<file path="config.mk">
export PLATFORM = sky130hd
export DESIGN_NAME = frame_word_packer
export DESIGN_NICKNAME = d
export VERILOG_FILES = /design/src/rtl/fpk_pkg.sv /design/src/rtl/fpk_merge.sv /design/src/rtl/fpk_count.sv /design/src/rtl/fpk_tail.sv /design/src/rtl/frame_word_packer.sv
export SDC_FILE = /design/constraint.sdc
export NUM_CORES = 1
export LEC_CHECK = 0
export ABC_AREA = 1
export ABC_CLOCK_PERIOD_IN_PS = 3400
export BUFFER_PORTS_ARGS = -buffer_cell sky130_fd_sc_hd__buf_2
export CORE_ASPECT_RATIO = 0.6
export CORE_MARGIN = 4
export CORE_UTILIZATION = 35
export DETAILED_ROUTE_END_ITERATION = 8
export GPL_ROUTABILITY_DRIVEN = 1
export HOLD_SLACK_MARGIN = 0.12
export PLACE_DENSITY = 0.5
export SYNTH_ARGS = -nofsm -noshare
export SYNTH_HDL_FRONTEND = slang
export SYNTH_SLANG_ARGS = --single-unit
</file>
<file path="constraint.sdc">
create_clock -name clk -period 3.4 [get_ports clk]
set_clock_uncertainty 0.1 [all_clocks]
set_input_delay 0.85 -clock clk [delete_from_list [all_inputs] [get_ports clk]]
set_output_delay 0.85 -clock clk [all_outputs]
set_load 0.1 [all_outputs]
</file>
<file path="src/rtl/fpk_pkg.sv">
package fpk_pkg;
   localparam int BYTE_W = 8;
   localparam int LANES  = 2;
   localparam int PORT_W = BYTE_W * LANES;

   typedef enum logic {
      PH_RUN  = 1'b0,
      PH_TAIL = 1'b1
   } phase_t;

   typedef struct packed {
      logic              en;
      logic              wide;
      logic [PORT_W-1:0] data;
   } port_wr_t;
endpackage

</file>
<file path="src/rtl/fpk_merge.sv">
module fpk_merge
   import fpk_pkg::*;
(
   input  logic              clk,
   input  logic              rst,
   input  logic              word_mode,
   input  logic              take,
   input  logic [BYTE_W-1:0] take_byte,
   input  logic              flush,
   input  logic              pad,
   output logic              hold_v,
   output port_wr_t          emit
);
   logic              hold_q, hold_nxt;
   logic [BYTE_W-1:0] hbyte_q, hbyte_nxt;

   always_comb begin
      emit      = '0;
      hold_nxt  = hold_q;
      hbyte_nxt = hbyte_q;
      if (flush) begin
         emit.en   = 1'b1;
         emit.wide = 1'b1;
         emit.data = {{BYTE_W{1'b0}}, hbyte_q};
         hold_nxt  = 1'b0;
      end else if (pad) begin
         emit.en   = 1'b1;
         emit.wide = word_mode;
      end else if (take) begin
         if (!word_mode) begin
            emit.en   = 1'b1;
            emit.wide = 1'b0;
            emit.data = {{BYTE_W{1'b0}}, take_byte};
         end else if (hold_q) begin
            emit.en   = 1'b1;
            emit.wide = 1'b1;
            emit.data = {take_byte, hbyte_q};
            hold_nxt  = 1'b0;
         end else begin
            hold_nxt  = 1'b1;
            hbyte_nxt = take_byte;
         end
      end
   end

   always_ff @(posedge clk) begin
      if (rst) begin
         hold_q  <= 1'b0;
         hbyte_q <= '0;
      end else begin
         hold_q  <= hold_nxt;
         hbyte_q <= hbyte_nxt;
      end
   end

   assign hold_v = hold_q;


   pair_release_chk: assert property (@(posedge clk) disable iff (rst)
      (take && word_mode && hold_q && !flush && !pad) |=> !hold_q);


   flush_clears_chk: assert property (@(posedge clk) disable iff (rst)
      flush |=> !hold_q);


   idle_keeps_hold_chk: assert property (@(posedge clk) disable iff (rst)
      (!take && !flush && hold_q) |=> (hold_q && $stable(hbyte_q)));
endmodule

</file>
<file path="src/rtl/fpk_count.sv">
module fpk_count #(
   parameter int LEN_W   = 16,
   parameter int MIN_LEN = 60
) (
   input  logic             clk,
   input  logic             rst,
   input  logic             clr,
   input  logic             add_byte,
   input  logic             wr_en,
   input  logic             wr_wide,
   output logic [LEN_W-1:0] byte_cnt,
   output logic [LEN_W-1:0] wr_cnt,
   output logic [LEN_W-1:0] len_final,
   output logic             pad_need
);
   localparam logic [LEN_W-1:0] MIN_V = LEN_W'(MIN_LEN);

   always_ff @(posedge clk) begin
      if (rst || clr) begin
         byte_cnt <= '0;
         wr_cnt   <= '0;
      end else begin
         if (add_byte) byte_cnt <= byte_cnt + 1'b1;
         if (wr_en)    wr_cnt   <= wr_cnt + (wr_wide ? LEN_W'(2) : LEN_W'(1));
      end
   end

   assign pad_need  = wr_cnt < MIN_V;
   assign len_final = (byte_cnt < MIN_V) ? MIN_V : byte_cnt;

   logic [LEN_W:0] step_end, allow;
   assign step_end = {1'b0, wr_cnt} + (wr_wide ? (LEN_W+1)'(2) : (LEN_W+1)'(1));
   assign allow    = (({1'b0, byte_cnt} + 1'b1) > {1'b0, MIN_V}) ?
                     ({1'b0, byte_cnt} + 1'b1) : {1'b0, MIN_V};


   write_bound_chk: assert property (@(posedge clk) disable iff (rst)
      wr_en |-> (step_end <= allow));
endmodule

</file>
<file path="src/rtl/fpk_tail.sv">
module fpk_tail
   import fpk_pkg::*;
(
   input  logic clk,
   input  logic rst,
   input  logic frame_end,
   input  logic word_mode,
   input  logic hold_v,
   input  logic pad_need,
   output logic in_ready,
   output logic flush,
   output logic pad,
   output logic fin
);
   phase_t phase_q;

   always_comb begin
      flush = (phase_q == PH_TAIL) && word_mode && hold_v;
      pad   = (phase_q == PH_TAIL) && !flush && pad_need;
      fin   = (phase_q == PH_TAIL) && !flush && !pad_need;
   end

   assign in_ready = (phase_q == PH_RUN);

   always_ff @(posedge clk) begin
      if (rst) begin
         phase_q <= PH_RUN;
      end else begin
         unique case (phase_q)
            PH_RUN:  if (frame_end) phase_q <= PH_TAIL;
            PH_TAIL: if (fin)       phase_q <= PH_RUN;
            default:                phase_q <= PH_RUN;
         endcase
      end
   end


   stall_after_end_chk: assert property (@(posedge clk) disable iff (rst)
      frame_end |=> !in_ready);


   resume_after_fin_chk: assert property (@(posedge clk) disable iff (rst)
      fin |=> in_ready);
endmodule

</file>
<file path="src/rtl/frame_word_packer.sv">
module frame_word_packer
   import fpk_pkg::*;
#(
   parameter int LEN_W   = 16,
   parameter int MIN_LEN = 60
) (
   input  logic              clk,
   input  logic              rst,
   input  logic              word_mode,
   input  logic              in_valid,
   output logic              in_ready,
   input  logic [BYTE_W-1:0] in_data,
   input  logic              in_nodata,
   input  logic              in_seg_last,
   input  logic              in_frame_last,
   output logic              wr_en,
   output logic              wr_wide,
   output logic [PORT_W-1:0] wr_data,
   output logic              len_valid,
   output logic [LEN_W-1:0]  len_out
);
   if ((MIN_LEN % LANES) != 0) begin : g_min_len_even
      $error("MIN_LEN must be a multiple of the lane count");
   end
   if (MIN_LEN >= (1 << (LEN_W - 1))) begin : g_len_width
      $error("LEN_W too narrow for MIN_LEN");
   end

   logic     accept, take, frame_end;
   logic     hold_v, flush, pad, fin, pad_need;
   port_wr_t emit;
   logic [LEN_W-1:0] byte_cnt, wr_cnt, len_final;

   assign accept    = in_valid && in_ready;
   assign take      = accept && !in_nodata;
   assign frame_end = accept && in_frame_last;

   fpk_tail u_tail (
      .clk       (clk),
      .rst       (rst),
      .frame_end (frame_end),
      .word_mode (word_mode),
      .hold_v    (hold_v),
      .pad_need  (pad_need),
      .in_ready  (in_ready),
      .flush     (flush),
      .pad       (pad),
      .fin       (fin)
   );

   fpk_merge u_merge (
      .clk       (clk),
      .rst       (rst),
      .word_mode (word_mode),
      .take      (take),
      .take_byte (in_data),
      .flush     (flush),
      .pad       (pad),
      .hold_v    (hold_v),
      .emit      (emit)
   );

   fpk_count #(.LEN_W(LEN_W), .MIN_LEN(MIN_LEN)) u_count (
      .clk       (clk),
      .rst       (rst),
      .clr       (fin),
      .add_byte  (take),
      .wr_en     (emit.en),
      .wr_wide   (emit.wide),
      .byte_cnt  (byte_cnt),
      .wr_cnt    (wr_cnt),
      .len_final (len_final),
      .pad_need  (pad_need)
   );

   always_ff @(posedge clk) begin
      if (rst) begin
         wr_en     <= 1'b0;
         wr_wide   <= 1'b0;
         wr_data   <= '0;
         len_valid <= 1'b0;
         len_out   <= '0;
      end else begin
         wr_en     <= emit.en;
         wr_wide   <= emit.wide;
         wr_data   <= emit.data;
         len_valid <= fin;
         if (fin) len_out <= len_final;
      end
   end


   len_floor_chk: assert property (@(posedge clk) disable iff (rst)
      len_valid |-> (len_out >= LEN_W'(MIN_LEN)));


   len_after_writes_chk: assert property (@(posedge clk) disable iff (rst)
      len_valid |-> !wr_en);


   narrow_upper_zero_chk: assert property (@(posedge clk) disable iff (rst)
      (wr_en && !wr_wide) |-> (wr_data[PORT_W-1:BYTE_W] == '0));


   marker_beat_chk: assert property (@(posedge clk) disable iff (rst)
      (in_valid && in_nodata) |-> (in_seg_last || in_frame_last));
endmodule

</file>
==> impl.org, run 1 <==
** Die
- Overall die height :: between 80 and 90 um
- Core Footprint :: ~0.0098 mm2
- The die covers 0.0118 mm2.
- Effective utilization at floorplan :: roughly 36%
- Cell Rows :: 28
- Top-Level Pins :: roughly 50
- X dimension of the die :: 138 um

** Worst setup path
- In this run the worst path has a maximum fanout of 5.
- Kind of launch point of the worst setup path :: input pin
- At the worst endpoint, the required time is ~3600 ps.
- The worst setup path is of the in2reg kind.
- Crit. End Element :: register
- For the worst setup path, the data arrival time is approximately 3100 ps.

** Placement
- At the end of routability-driven placement, the weighted congestion stood at about 0.86.
- Post-detailed-placement cell area :: 0.00388 mm2
- Including well taps, the total number of placed cells is approximately 680.
- Summed over all nets, the half-perimeter wirelength after detailed placement is a little over 6000 um.
- Buffers placed on the I/O ports in this run total 49.

** Route
- The detail route stage leaves a number of antenna-violating nets equal to 0.
- First DRT Iteration DRCs :: 182
- Post-detailed-route DRC marker count :: 0
- Dividing the detail-routed wire length by the instance count gives about 13 um.
- After detailed routing, the total wire length is around 8900 um.
- The routed layout has about 3300 vias.
- Pre-Repair DR Iteration Count :: 5
- After detailed routing, the number of vias per cell comes to about 4.7.

** Cells and area
- Fraction of layout instances using a drive strength above 1 :: 15.6%
- Leaving out fill and tap cells, the most frequent cell in the layout is sky130_fd_sc_hd__nand2_1.
- Relative to the synthesized area, the layout overhead comes to 18.4%.
- In the final design database the tool counted 570 nets.
- The library cells used most frequently in the layout, excluding fill and tap cells, are sky130_fd_sc_hd__nand2_1, sky130_fd_sc_hd__dfxtp_1, sky130_fd_sc_hd__nor2_1.
- The finished layout holds 691 standard cells, fillers aside.
- Ant. Diodes :: 0
- Once layout is done, the placed cells without fillers occupy 0.00419 mm2.
- FILL cells :: roughly 1100

** Yosys
- After synthesis, the largest family of logic cells by area is simple AND/OR/NAND/NOR gates.
- When the netlist entered floorplanning its net count stood at 522.
- Synthesis Warnings :: 0
- Of the total synthesized cell area, the portion taken by full adders, half adders and majority gates is between 1.5 and 2%.
- Compound-gate portion of the synthesized area :: a little over a tenth
- After synthesis the cells add up to between 0.003 and 0.004 mm2.
- Post-synthesis sequential area ratio :: a little over two fifths
- Post-synthesis sequential element count :: slightly below 80
- Area share of xor/xnor cells in the synthesized design :: between 2 and 2.5%
- Proportion of synthesized area in mux cells :: 0%
- The synthesized netlist devotes between 30% and 40% of its cell area to simple gates.
- Gate count after technology mapping :: just over 500
- Distinct cell type count of the synthesized netlist :: 32
- Averaged over all synthesized cells, the footprint is roughly 7 um2.

** Pwr
- Combinational fraction of design power :: 6.7%
- IR drop worst, VDD :: 0.242 mV
- Net switching is around 25% of the power.
- Internal power of the cells :: roughly 1500 uW
- The analysis attributes to net switching a power of about 510 uW.
- Lkg Pwr :: 0.00173 uW
- Clock network power share :: between 40% and 50%
- Dividing total power by cell area gives a power density of about 490 mW/mm2.
- Relative contribution of sequential cells to total power :: between 40% and 50%

** Status
- Result of the run :: finished, final reports clean

** CTS
- Count of instances resized after the clock tree is built :: 0
- Clock tree synthesis selected as its root buffer the cell sky130_fd_sc_hd__clkbuf_16.
- Deepest level of the CTS H-tree :: 3
- Clk slew on worst S/H paths :: approximately 60 ps
- Longest Clk Path Bufs :: 2
- Total clock buffers created by CTS :: 9
- TritonCTS built the clock tree.
- Clock tree synthesis found a total of 77 sinks.
- The number of setup buffers added after CTS is 0.
- The later pin in the worst-skew pair is clocked with a latency of around 340 ps.
- In this run, post-CTS hold repair placed 0 buffers.

** GRT
- The via count of the first global-routing pass was approximately 2900.
- Maximum number of pins on one net before global-route repair :: 26
- The number of antenna violations at the first check in global routing came to 1.
- The total overflow left after global routing is 0.
- Global routing used 15.7% of the available tracks.
- Wire length of the first global-routing pass :: 14500 um

** STA
- The final critical path takes up about 87% of the cycle.
- Crit path time final :: between 2000 and 3000 ps
- Setup violations remaining at the end of the flow were counted as 0.
- Setup repair after global routing left no endpoint under its margin.
- The worst pin sits at a relative slew slack of roughly 61%.
- For the final routed database, the setup TNS stands at 0 ps.
- The count of final hold-check violations came to 0.
- Max-slew violations :: 0
- Worst slew pin tran :: around 600 ps
- Peak Freq :: around 340 MHz

** Worst hold path
- Path category of the worst min-delay check :: reg2reg

** Job
- Count of max-cap constraint violations :: 0
## power groups by stage
stage	Sequential (uW)	Combinational [uW]	Clock, uW
floorplan	965	84.5	0
global placement	945	137	0
detailed placement	945	139	0
CTS	925	140	1020
global route	926	152	1070
finish	925	138	988
## worst paths after layout
kind	cells after the start	endpoint	from	slack, ps
worst max register to register	16	u_count.wr_cnt[8]	u_count.wr_cnt[2]	510
worst min register to register	2	len_out[4]	len_out[4]	350
worst min-delay path	2	len_out[4]	len_out[4]	350
worst max-delay path	16	u_count.wr_cnt[8]	word_mode	440
## logic make-up (layout without fill, tap and decap cells)
| kind of cell | count (synthesis) | count (layout) |
|---|---|---|
| flops | 77 | 77 |
| xor+xnor | 10 | 10 |
| fa+ha+maj | 4 | 4 |
| compound gates | 70 | 70 |
| simple gates | 265 | 265 |
| buf+inv | 77 | 130 |
## routing by layer
layer	track usage, %	vias up	wire, um
li1	-	1706	-
met1	24.6	1468	4870
met2	20.5	75	3470
met3	4.75	4	516
met4	4.30	2	27
met5	0	-	7
## area by class of cell
class                   count  area, um2  area share [%]
multi-input cells         349       1670            39.9
flip-flops and latches     77       1540            36.8
repair buffers             51        260            6.22
clock buffers              10        239            5.71
inverters                  63        239            5.71
well taps                 135        169            4.04
clock inverters             6       68.8            1.64
## metrics by stage
stage / utilization, % / total power [uW] / setup WS [ps] / hold slack, ps
finish: 42.5 / 2050 / 442 / 349
global route: 42.5 / 2150 / 211 / 362
CTS: 42.5 / 2080 / 457 / 350
detailed placement: 39.4 / 1080 / 99.3 / 338
global placement: 39.4 / 1080 / 210 / 331
floorplan: - / 1050 / 599 / 323
## critical path, cell delays in order
cell	delay, ps
sky130_fd_sc_hd__buf_2	140
sky130_fd_sc_hd__nand2_2	120
sky130_fd_sc_hd__inv_2	50
sky130_fd_sc_hd__nor2_2	130
sky130_fd_sc_hd__nand2_2	120
sky130_fd_sc_hd__nand2_1	110
sky130_fd_sc_hd__o21ai_0	90
sky130_fd_sc_hd__nand2_1	120
sky130_fd_sc_hd__ha_1	260
sky130_fd_sc_hd__fa_1	280
sky130_fd_sc_hd__inv_1	80
sky130_fd_sc_hd__nor2_1	320
sky130_fd_sc_hd__nand2_1	120
sky130_fd_sc_hd__xnor2_1	140
sky130_fd_sc_hd__nand2_1	70
sky130_fd_sc_hd__a21oi_1	120
## cell usage after synthesis (all sizes together)
cell type / instances / area share [%]
nor2: 70 / 8.2
inv: 63 / 6.8
nor3: 5 / 0.71
dfxtp: 77 / 44
ha: 3 / 1.1
fa: 1 / 0.57
nand3: 24 / 3.8
and2: 1 / 0.18
buf: 12 / 2.2
a32oi: 7 / 1.7
nand4: 19 / 3.4
o22ai: 1 / 0.18
nand2: 145 / 16
o21ai: 25 / 3.6
nor4: 1 / 0.18
a21oi: 36 / 5.1
clkbuf: 2 / 0.21
a211oi: 1 / 0.21
xor2: 8 / 2.0
xnor2: 2 / 0.50
## flip-flops by register name (all words and copies together) (netlist names), 8 cells and up
name              count
u_count.wr_cnt       16
wr_data              16
len_out              16
u_merge.hbyte_q       8
u_count.byte_cnt     16
No activity file was read; power rests on OpenSTA's default activity.
==> run 2, diff against run 1 <==
Settings changed: ABC_AREA 1 to not set, BUFFER_PORTS_ARGS -buffer_cell sky130_fd_sc_hd__buf_2 to -buffer_cell sky130_fd_sc_hd__buf_4, PLACE_DENSITY 0.5 to 0.51.
==> run 2 against run 1 <==
  * Sequential power about the same
  * Register-to-register slack about the same
  * Clock power decreased by 5.4%
  * Largest cell class is now sequential cells
  * Largest power group unchanged
==> impl.org, run 2 <==
** Status
- The run finished with clean final reports.

** CTS
- Total clock buffers created by CTS :: 9
- Clock-pin slew was measured on the worst setup and hold paths at ~60 ps.
- Once the clock tree was built, the resizer swapped 0 gates to a different size.
- Longest Clk Path Bufs :: 2
- Setup bufs post-CTS :: 0
- Buffers inserted to repair hold after CTS numbered 0.
- The clock drives between 70 and 80 sinks.
- TritonCTS built the clock tree.
- Insertion delay to the later sink of the worst-skew pair :: approximately 340 ps
- CTS Root Buffer Type :: sky130_fd_sc_hd__clkbuf_16
- In this run the number of H-tree levels came out at 3.

** Die
- Core Footprint :: roughly 0.0086 mm2
- Full die area :: between 0.01 and 0.015 mm2
- X dimension of the die :: about 130 um
- The initialized floorplan defines 26 standard-cell rows.
- Effective utilization at floorplan :: a little over a third
- The floorplan step set the die height to 81.1 um.
- Top-Level Pins :: between 50 and 60

** GRT
- The via count of the first global-routing pass is roughly 2500.
- Maximum number of pins on one net before global-route repair :: 32
- Congestion Overflow GR :: 0
- Global routing used about 15% of the available tracks across all layers.
- Met3 demand-to-capacity share in global routing :: 5.06%
- Wire length of the first global-routing pass :: about 12000 um
- The number of antenna violations at the first check in global routing was 0.
- Met1 Use GR :: approximately 22%
- Met2 Resource Use GR :: between 20% and 30%
- Routing layer with the top usage in global route :: met1

** STA
- Setup Total Neg Slack :: 0 ps
- Setup violations remaining at the end of the flow were counted as 0.
- Setup repair after global routing left no endpoint under its margin.
- For this run, the top clock speed supported by timing is ~340 MHz.
- Share of the cycle needed by the critical path after routing :: 85.4%
- Max-slew violations :: 0
- For the pin with the worst max-slew slack, the measured transition is ~1100 ps.
- Slew Limit Headroom :: 28.3%
- Hold Fails Final Rpt :: 0
- Crit path time final :: between 2000 and 3000 ps

** Route
- Pre-Repair DR Iteration Count :: 4
- Post-detailed-route DRC marker count :: 0
- For this block, the routed nets add up to 7410 um of wire.
- For this block, the initial DRC count from the detailed router was roughly 150.
- Count of antenna-violating nets left after detailed routing :: 0
- In the final routed layout, each cell accounts on average for around 15 um.
- After detailed routing, the number of vias per cell comes to about 5.2.
- Count of vias placed by the detailed router :: about 2600

** Cells and area
- Compared with the post-synthesis result, the final layout area differs by 24.8%.
- Leaving out fill and tap cells, the most frequent cell in the layout is sky130_fd_sc_hd__dfxtp_1.
- Commonest cells after routing, fill and taps aside :: sky130_fd_sc_hd__dfxtp_1, sky130_fd_sc_hd__buf_4, sky130_fd_sc_hd__a21oi_1
- Ant. Diodes :: 0
- Filler-free cell count of the finished design :: 500
- Fraction of layout instances using a drive strength above 1 :: approximately a fifth
- The net count of the finished layout is roughly 400.

** Worst setup path
- Worst r2r dst :: u_count.wr_cnt[14]
- CP Max Fanout :: 14
- CP Class :: reg2reg
- Crit. End Element :: register
- The worst setup path is launched from a register.
- Worst reg2reg path startpoint :: u_count.wr_cnt[6]
- The setup check on the worst reg-to-reg path leaves a slack of 500 ps.
- Tracing the worst setup path back leads to its startpoint at u_count.wr_cnt[6].
- Data on the critical path is required at its endpoint by 3510 ps.
- Measured in cells, the most critical reg-to-reg path has a length of 9.
- Critical path data arrival time :: 3010 ps

** Pwr
- Combinational cells account for under 10% of the total power.
- Summed over all nets, the switching power comes to a little over 500 uW.
- The internal power of the cells totals between 1500 and 2000 uW.
- Total Power :: between 2000 and 2500 uW
- Of the total power, the clock network draws 46.6%.
- For this design the static power due to leakage is 0.00147 uW.
- Sw Share :: 25.1%
- In this run the power density over the cells is 515 mW/mm2.
- Across the VDD grid, the largest voltage drop is between 0.2 and 0.25 mV.
- Relative contribution of sequential cells to total power :: 46.2%

** Worst hold path
- Hold wc startpoint :: u_merge.hbyte_q[1]
- Path category of the worst min-delay check :: reg2reg
- Hold worst-path end :: u_merge.hbyte_q[1]
- Min-Delay Path Depth :: 2

** Yosys
- Leading post-synthesis cells by cell area :: sky130_fd_sc_hd__dfxtp_1, sky130_fd_sc_hd__a21oi_1, sky130_fd_sc_hd__nor2_1
- The synthesized design contains 0 enable-type register cells.
- Post-synthesis sequential element count :: 77
- Gate count after technology mapping :: roughly 340
- Yosys top cell by area :: sky130_fd_sc_hd__dfxtp_1
- By count the netlist is led by sky130_fd_sc_hd__dfxtp_1, sky130_fd_sc_hd__a21oi_1, sky130_fd_sc_hd__nor2_1.
- Netlist area before placement :: between 0.003 and 0.004 mm2
- Mean instance size in the synthesized netlist :: 9.28 um2
- Yosys top cell area share :: between 40% and 50%
- Most common flop cell mapped by yosys :: sky130_fd_sc_hd__dfxtp_1
- The Yosys step of the flow raised 0 warnings.
- The number of nets handed over by synthesis was ~360.
- Async set or reset register ratio after synthesis :: 0%
- The share of the Yosys chip area taken by registers is 49.4%.
- Cell with the most instances after synthesis :: sky130_fd_sc_hd__dfxtp_1
- The netlist uses 43 different library cells.

** Placement
- Weighted congestion reported at the end of routability-driven placement :: 0.712
- During placement, the flow inserted port buffers numbering around 50.
- Post-detailed-placement half-perimeter wirelength :: 5140 um
- Placed Instances :: 484

** Job
- The tool flagged a number of max-cap violations equal to 0.
[run 2: worst max-delay path by stage]
stage | to | slack (ps) | depth (start not counted)
finish | u_count.wr_cnt[14] | 500 | 9
floorplan | u_count.wr_cnt[7] | 380 | 10
global placement | u_count.wr_cnt[4] | 420 | 9
global route | u_count.wr_cnt[6] | 240 | 9
CTS | u_count.wr_cnt[8] | 520 | 9
detailed placement | u_count.wr_cnt[8] | 380 | 9
[run 2: stage by stage]
step	setup slack, ps	hold WS [ps]	area [um2]	util, %
after floorplan	382	337	3120	-
after global placement	423	343	3600	41.9
after detailed placement	381	350	3600	41.9
after CTS	519	358	3890	45.3
after global routing	243	380	3890	45.3
final	497	360	3890	45.3
[run 2: metal layers]
layer	vias up	part of all wire (%)
met5	-	0
met4	0	1.1
met3	9	4.6
met2	36	39
met1	1213	56
li1	1325	-
[run 2: cells by family after synthesis]
| group | after synthesis | share of synthesized area (%) |
|---|---|---|
| AOI/OAI and AO/OA | 83 | 17.8 |
| xor gates and xnor gates | 13 | 3.65 |
| adders and majority gates | 4 | 1.85 |
| buffers and inverters | 28 | 3.77 |
| DFF | 77 | 49.4 |
| and+or+nand+nor | 131 | 23.5 |
[run 2: power by group through the flow]
stage          Sequential (uW)  Clock [uW]  Combinational [uW]
6_report                   926         935                 144
5_1_grt                    928         995                 156
4_1_cts                    926         960                 143
3_5_place_dp               946           0                 143
3_3_place_gp               946           0                 142
2_1_floorplan              967           0                76.4
[run 2: critical path, cell delays in order, from the launching register on]
cell and delay [ps]:
sky130_fd_sc_hd__dfxtp_1 360, sky130_fd_sc_hd__nor4_1 440, sky130_fd_sc_hd__and4_1 390, sky130_fd_sc_hd__a22o_1 220, sky130_fd_sc_hd__nand2_1 70, sky130_fd_sc_hd__ha_1 210, sky130_fd_sc_hd__fa_1 410, sky130_fd_sc_hd__inv_1 320
sky130_fd_sc_hd__or4_1 190, sky130_fd_sc_hd__a21oi_1 60
[run 2: final cells by class]
class | count | area, um2
clock inverters | 5 | 43.8
multi-input cells | 231 | 1460
clock buffers | 11 | 253
flip-flops and latches | 77 | 1540
fillers | 849 | 4700
well taps | 112 | 140
inverters | 8 | 30.0
repair buffers | 56 | 420
==> run 3, diff against run 2 <==
Settings changed: ABC_CLOCK_PERIOD_IN_PS 3400 to 2440, CELL_PAD_IN_SITES_DETAIL_PLACEMENT set to 1, CELL_PAD_IN_SITES_GLOBAL_PLACEMENT set to 2, CORE_UTILIZATION 35 to 31, PLACE_DENSITY 0.51 to 0.72.
Clock period 3.4 ns to 2.44 ns, I/O delays scaled along.
==> run 3 against run 2 <==
  * Maximum frequency up 19%
  * Final area up 13%
  * Die area up 12%
  * Combinational power up 95%
  * Register-to-register slack worse by 490 ps
  * Total power up 53%
  * Utilization down 0.71 points
  * Critical path depth unchanged
  * Wire length up 24%
  * Final cell count up 11%
  * Via count up 10%
==> impl.org, run 3 (synthesis gave the netlist of run 2 again) <==
** Die
- Full die area :: 0.0118 mm2
- The floorplan step defined a core boundary enclosing about 0.0098 mm2.
- From left edge to right edge, the die measures approximately 140 um.
- Cell Rows :: 28
- From bottom edge to top edge, the die measures approximately 86 um.
- Top-Level Pins :: 51
- Effective utilization at floorplan :: between 30% and 40%

** Worst setup path
- Worst reg2reg path startpoint :: u_count.wr_cnt[7]
- CP Max Fanout :: 7
- The worst setup path is launched from a register.
- The worst register-to-register path has a setup slack of about 5.3 ps.
- STA classifies the critical path endpoint as a register.
- Worst reg-to-reg path cell count :: 9
- In this run the critical register-to-register path is captured at u_count.wr_cnt[4].
- Data on the critical path is required at its endpoint by roughly 2600 ps.
- STA puts the critical path data arrival time at roughly 2600 ps.
- CP Class :: reg2reg

** Route
- For this block, the initial DRC count from the detailed router was around 150.
- The routed design has slightly above 9000 um of wire.
- The first TritonRoute pass finished after 4 iterations.
- After detailed routing, the average wire length per cell comes to between 15 and 20 um.
- The detail route stage leaves a number of antenna-violating nets equal to 0.
- Post-detailed-route DRC marker count :: 0
- Detailed-route vias per instance :: 5.13
- Count of vias placed by the detailed router :: around 2900

** Placement
- Count of buffers from port buffering :: between 40 and 50
- Including well taps, the total number of placed cells is roughly 530.
- Post-detailed-placement half-perimeter wirelength :: 6270 um
- Weighted congestion reported at the end of routability-driven placement :: 0.773
- Placement Setup Slack :: -95.3 ps
- Post-detailed-placement cell area :: between 0.003 and 0.004 mm2

** GRT
- Across every metal layer, demand over resource in global routing totals between 10% and 20%.
- Entering global routing, the biggest net connects 29 pins.
- The via count of the first global-routing pass is around 2800.
- After global routing the overflow that remains totals 0.
- Wire length of the first global-routing pass :: approximately 15000 um
- Number of antenna violations at the first check in global routing :: 0

** STA
- Setup Total Neg Slack :: 0 ps
- Worst Hold Slack :: 362 ps
- The max-slew violation count came to 0.
- Share of the cycle needed by the critical path after routing :: 99.8%
- Setup repair after global routing could not meet its margin everywhere.
- # setup viols final :: 0
- Measured against its own limit, the worst slew margin works out to roughly 56%.
- The worst path meets setup with 5.33 ps of slack.
- Peak Freq :: slightly above 400 MHz
- Subtracting the final worst setup slack from the clock period gives between 2000 and 2500 ps.
- Hold Fails Final Rpt :: 0
- Worst slew pin tran :: 657 ps

** Cells and area
- Commonest non-fill, non-tap cell in the layout :: sky130_fd_sc_hd__buf_4
- Fraction of layout instances using a drive strength above 1 :: between 30 and 40%
- Filler-free cell count of the finished design :: around 560
- After routing the design area is between 0.004 and 0.005 mm2.
- FILL cells :: ~1100
- Relative to the synthesized area, the layout overhead comes to 40.8%.
- Commonest cells after routing, fill and taps aside :: sky130_fd_sc_hd__buf_4, sky130_fd_sc_hd__dfxtp_1, sky130_fd_sc_hd__nor2_1
- Total Nets Final :: about 440
- Ant. Diodes :: 0

** CTS
- TritonCTS created 9 clock buffers.
- Insertion delay to the later sink of the worst-skew pair :: roughly 330 ps
- TritonCTS built the clock tree.
- Number of hold-repair buffers added at the cts stage :: 0
- The cell sitting at the root of the clock tree is a sky130_fd_sc_hd__clkbuf_16.
- CTS built an H-tree with a depth of 3.
- Clk slew on worst S/H paths :: ~60 ps
- The longest clock path from root to sink contains 2 buffers.
- TritonCTS sink count :: between 70 and 80

** Worst hold path
- The worst hold path begins at u_merge.hbyte_q[2].
- Path category of the worst min-delay check :: reg2reg
- Min-Delay Path Depth :: 2
- Hold worst-path end :: u_merge.hbyte_q[2]

** Pwr
- Dividing total power by cell area gives a power density of between 600 and 700 mW/mm2.
- The worst-case IR drop observed on VDD is 0.369 mV.
- Lkg Pwr :: 0.00169 uW

** Job
- Across the run, the number of max-cap violations was 0.

** Status
- Result of the run :: finished, final reports clean
==> run 3: cell types whose count changed in the layout (fill, tap and decap cells not counted), moves of 5 or more <==
cell,delta
sky130_fd_sc_hd__buf_4,+28
sky130_fd_sc_hd__a21oi_1,-9
sky130_fd_sc_hd__a21oi_2,+8
sky130_fd_sc_hd__dfxtp_1,-5
sky130_fd_sc_hd__dfxtp_2,+5
sky130_fd_sc_hd__or4_1,-5
sky130_fd_sc_hd__or4_4,+5
==> run 3: how the worst max path moves through the flow <==
stage                            from            endpoint  cells past startpoint
detailed placement  u_count.wr_cnt[8]   u_count.wr_cnt[8]                      9
global placement    u_count.wr_cnt[8]  u_count.wr_cnt[12]                      9
CTS                 u_count.wr_cnt[7]   u_count.wr_cnt[8]                      9
floorplan                   in_nodata   u_count.wr_cnt[7]                     10
finish              u_count.wr_cnt[7]   u_count.wr_cnt[4]                      9
global route        u_count.wr_cnt[7]   u_count.wr_cnt[4]                      9
==> run 3: timing repair <==
item,CTS,global route
buffers inserted,1,5
pin swaps,9,13
gates cloned,0,2
gates resized for setup,6,29
endpoints found under the setup margin,15,27
==> run 3: area by class of cell <==
class	count	area, um2	area share (%)
Tap cell	135	169	3.85
Sequential cell	77	1550	35.2
Clock buffer	11	253	5.75
Clock inverter	5	82.6	1.88
Multi-Input combinational cell	232	1620	36.9
Timing Repair inverter	1	8.76	0.199
Inverter	8	37.5	0.855
Timing Repair Buffer	87	673	15.3
==> run 3: routing by layer <==
metal,GRT usage [%],vias up,part of all wire (%)
li1,-,1398,-
met1,22.9,1388,52
met2,22.5,58,42
met3,5.51,7,5.4
met4,4.08,0,0.76
met5,0,-,0
==> run 3: worst max-delay path, stage by stage, from the launching register on <==
cell                       delay (ps)
sky130_fd_sc_hd__dfxtp_2          320
sky130_fd_sc_hd__nor4_2           270
sky130_fd_sc_hd__buf_4            160
sky130_fd_sc_hd__and4_4           240
sky130_fd_sc_hd__a22o_4           140
sky130_fd_sc_hd__and2_4           160
sky130_fd_sc_hd__fa_2             240
sky130_fd_sc_hd__clkinv_4          90
sky130_fd_sc_hd__or4_1            500
sky130_fd_sc_hd__a21oi_2          150
==> run 3: stage by stage <==
stage	power, uW	utilization (%)
2_1_floorplan	1480	-
6_report	3060	44.6
3_5_place_dp	1560	39.4
4_1_cts	3060	43.1
5_1_grt	3180	44.6
3_3_place_gp	1560	39.4
==> run 3: report_power, final <==
part           leakage, uW  internal (uW)  switching (uW)
Clock             0.000166            954             538
Sequential        0.000624           1280            15.0
Combinational     0.000901            107             174
Total              0.00169           2340             727
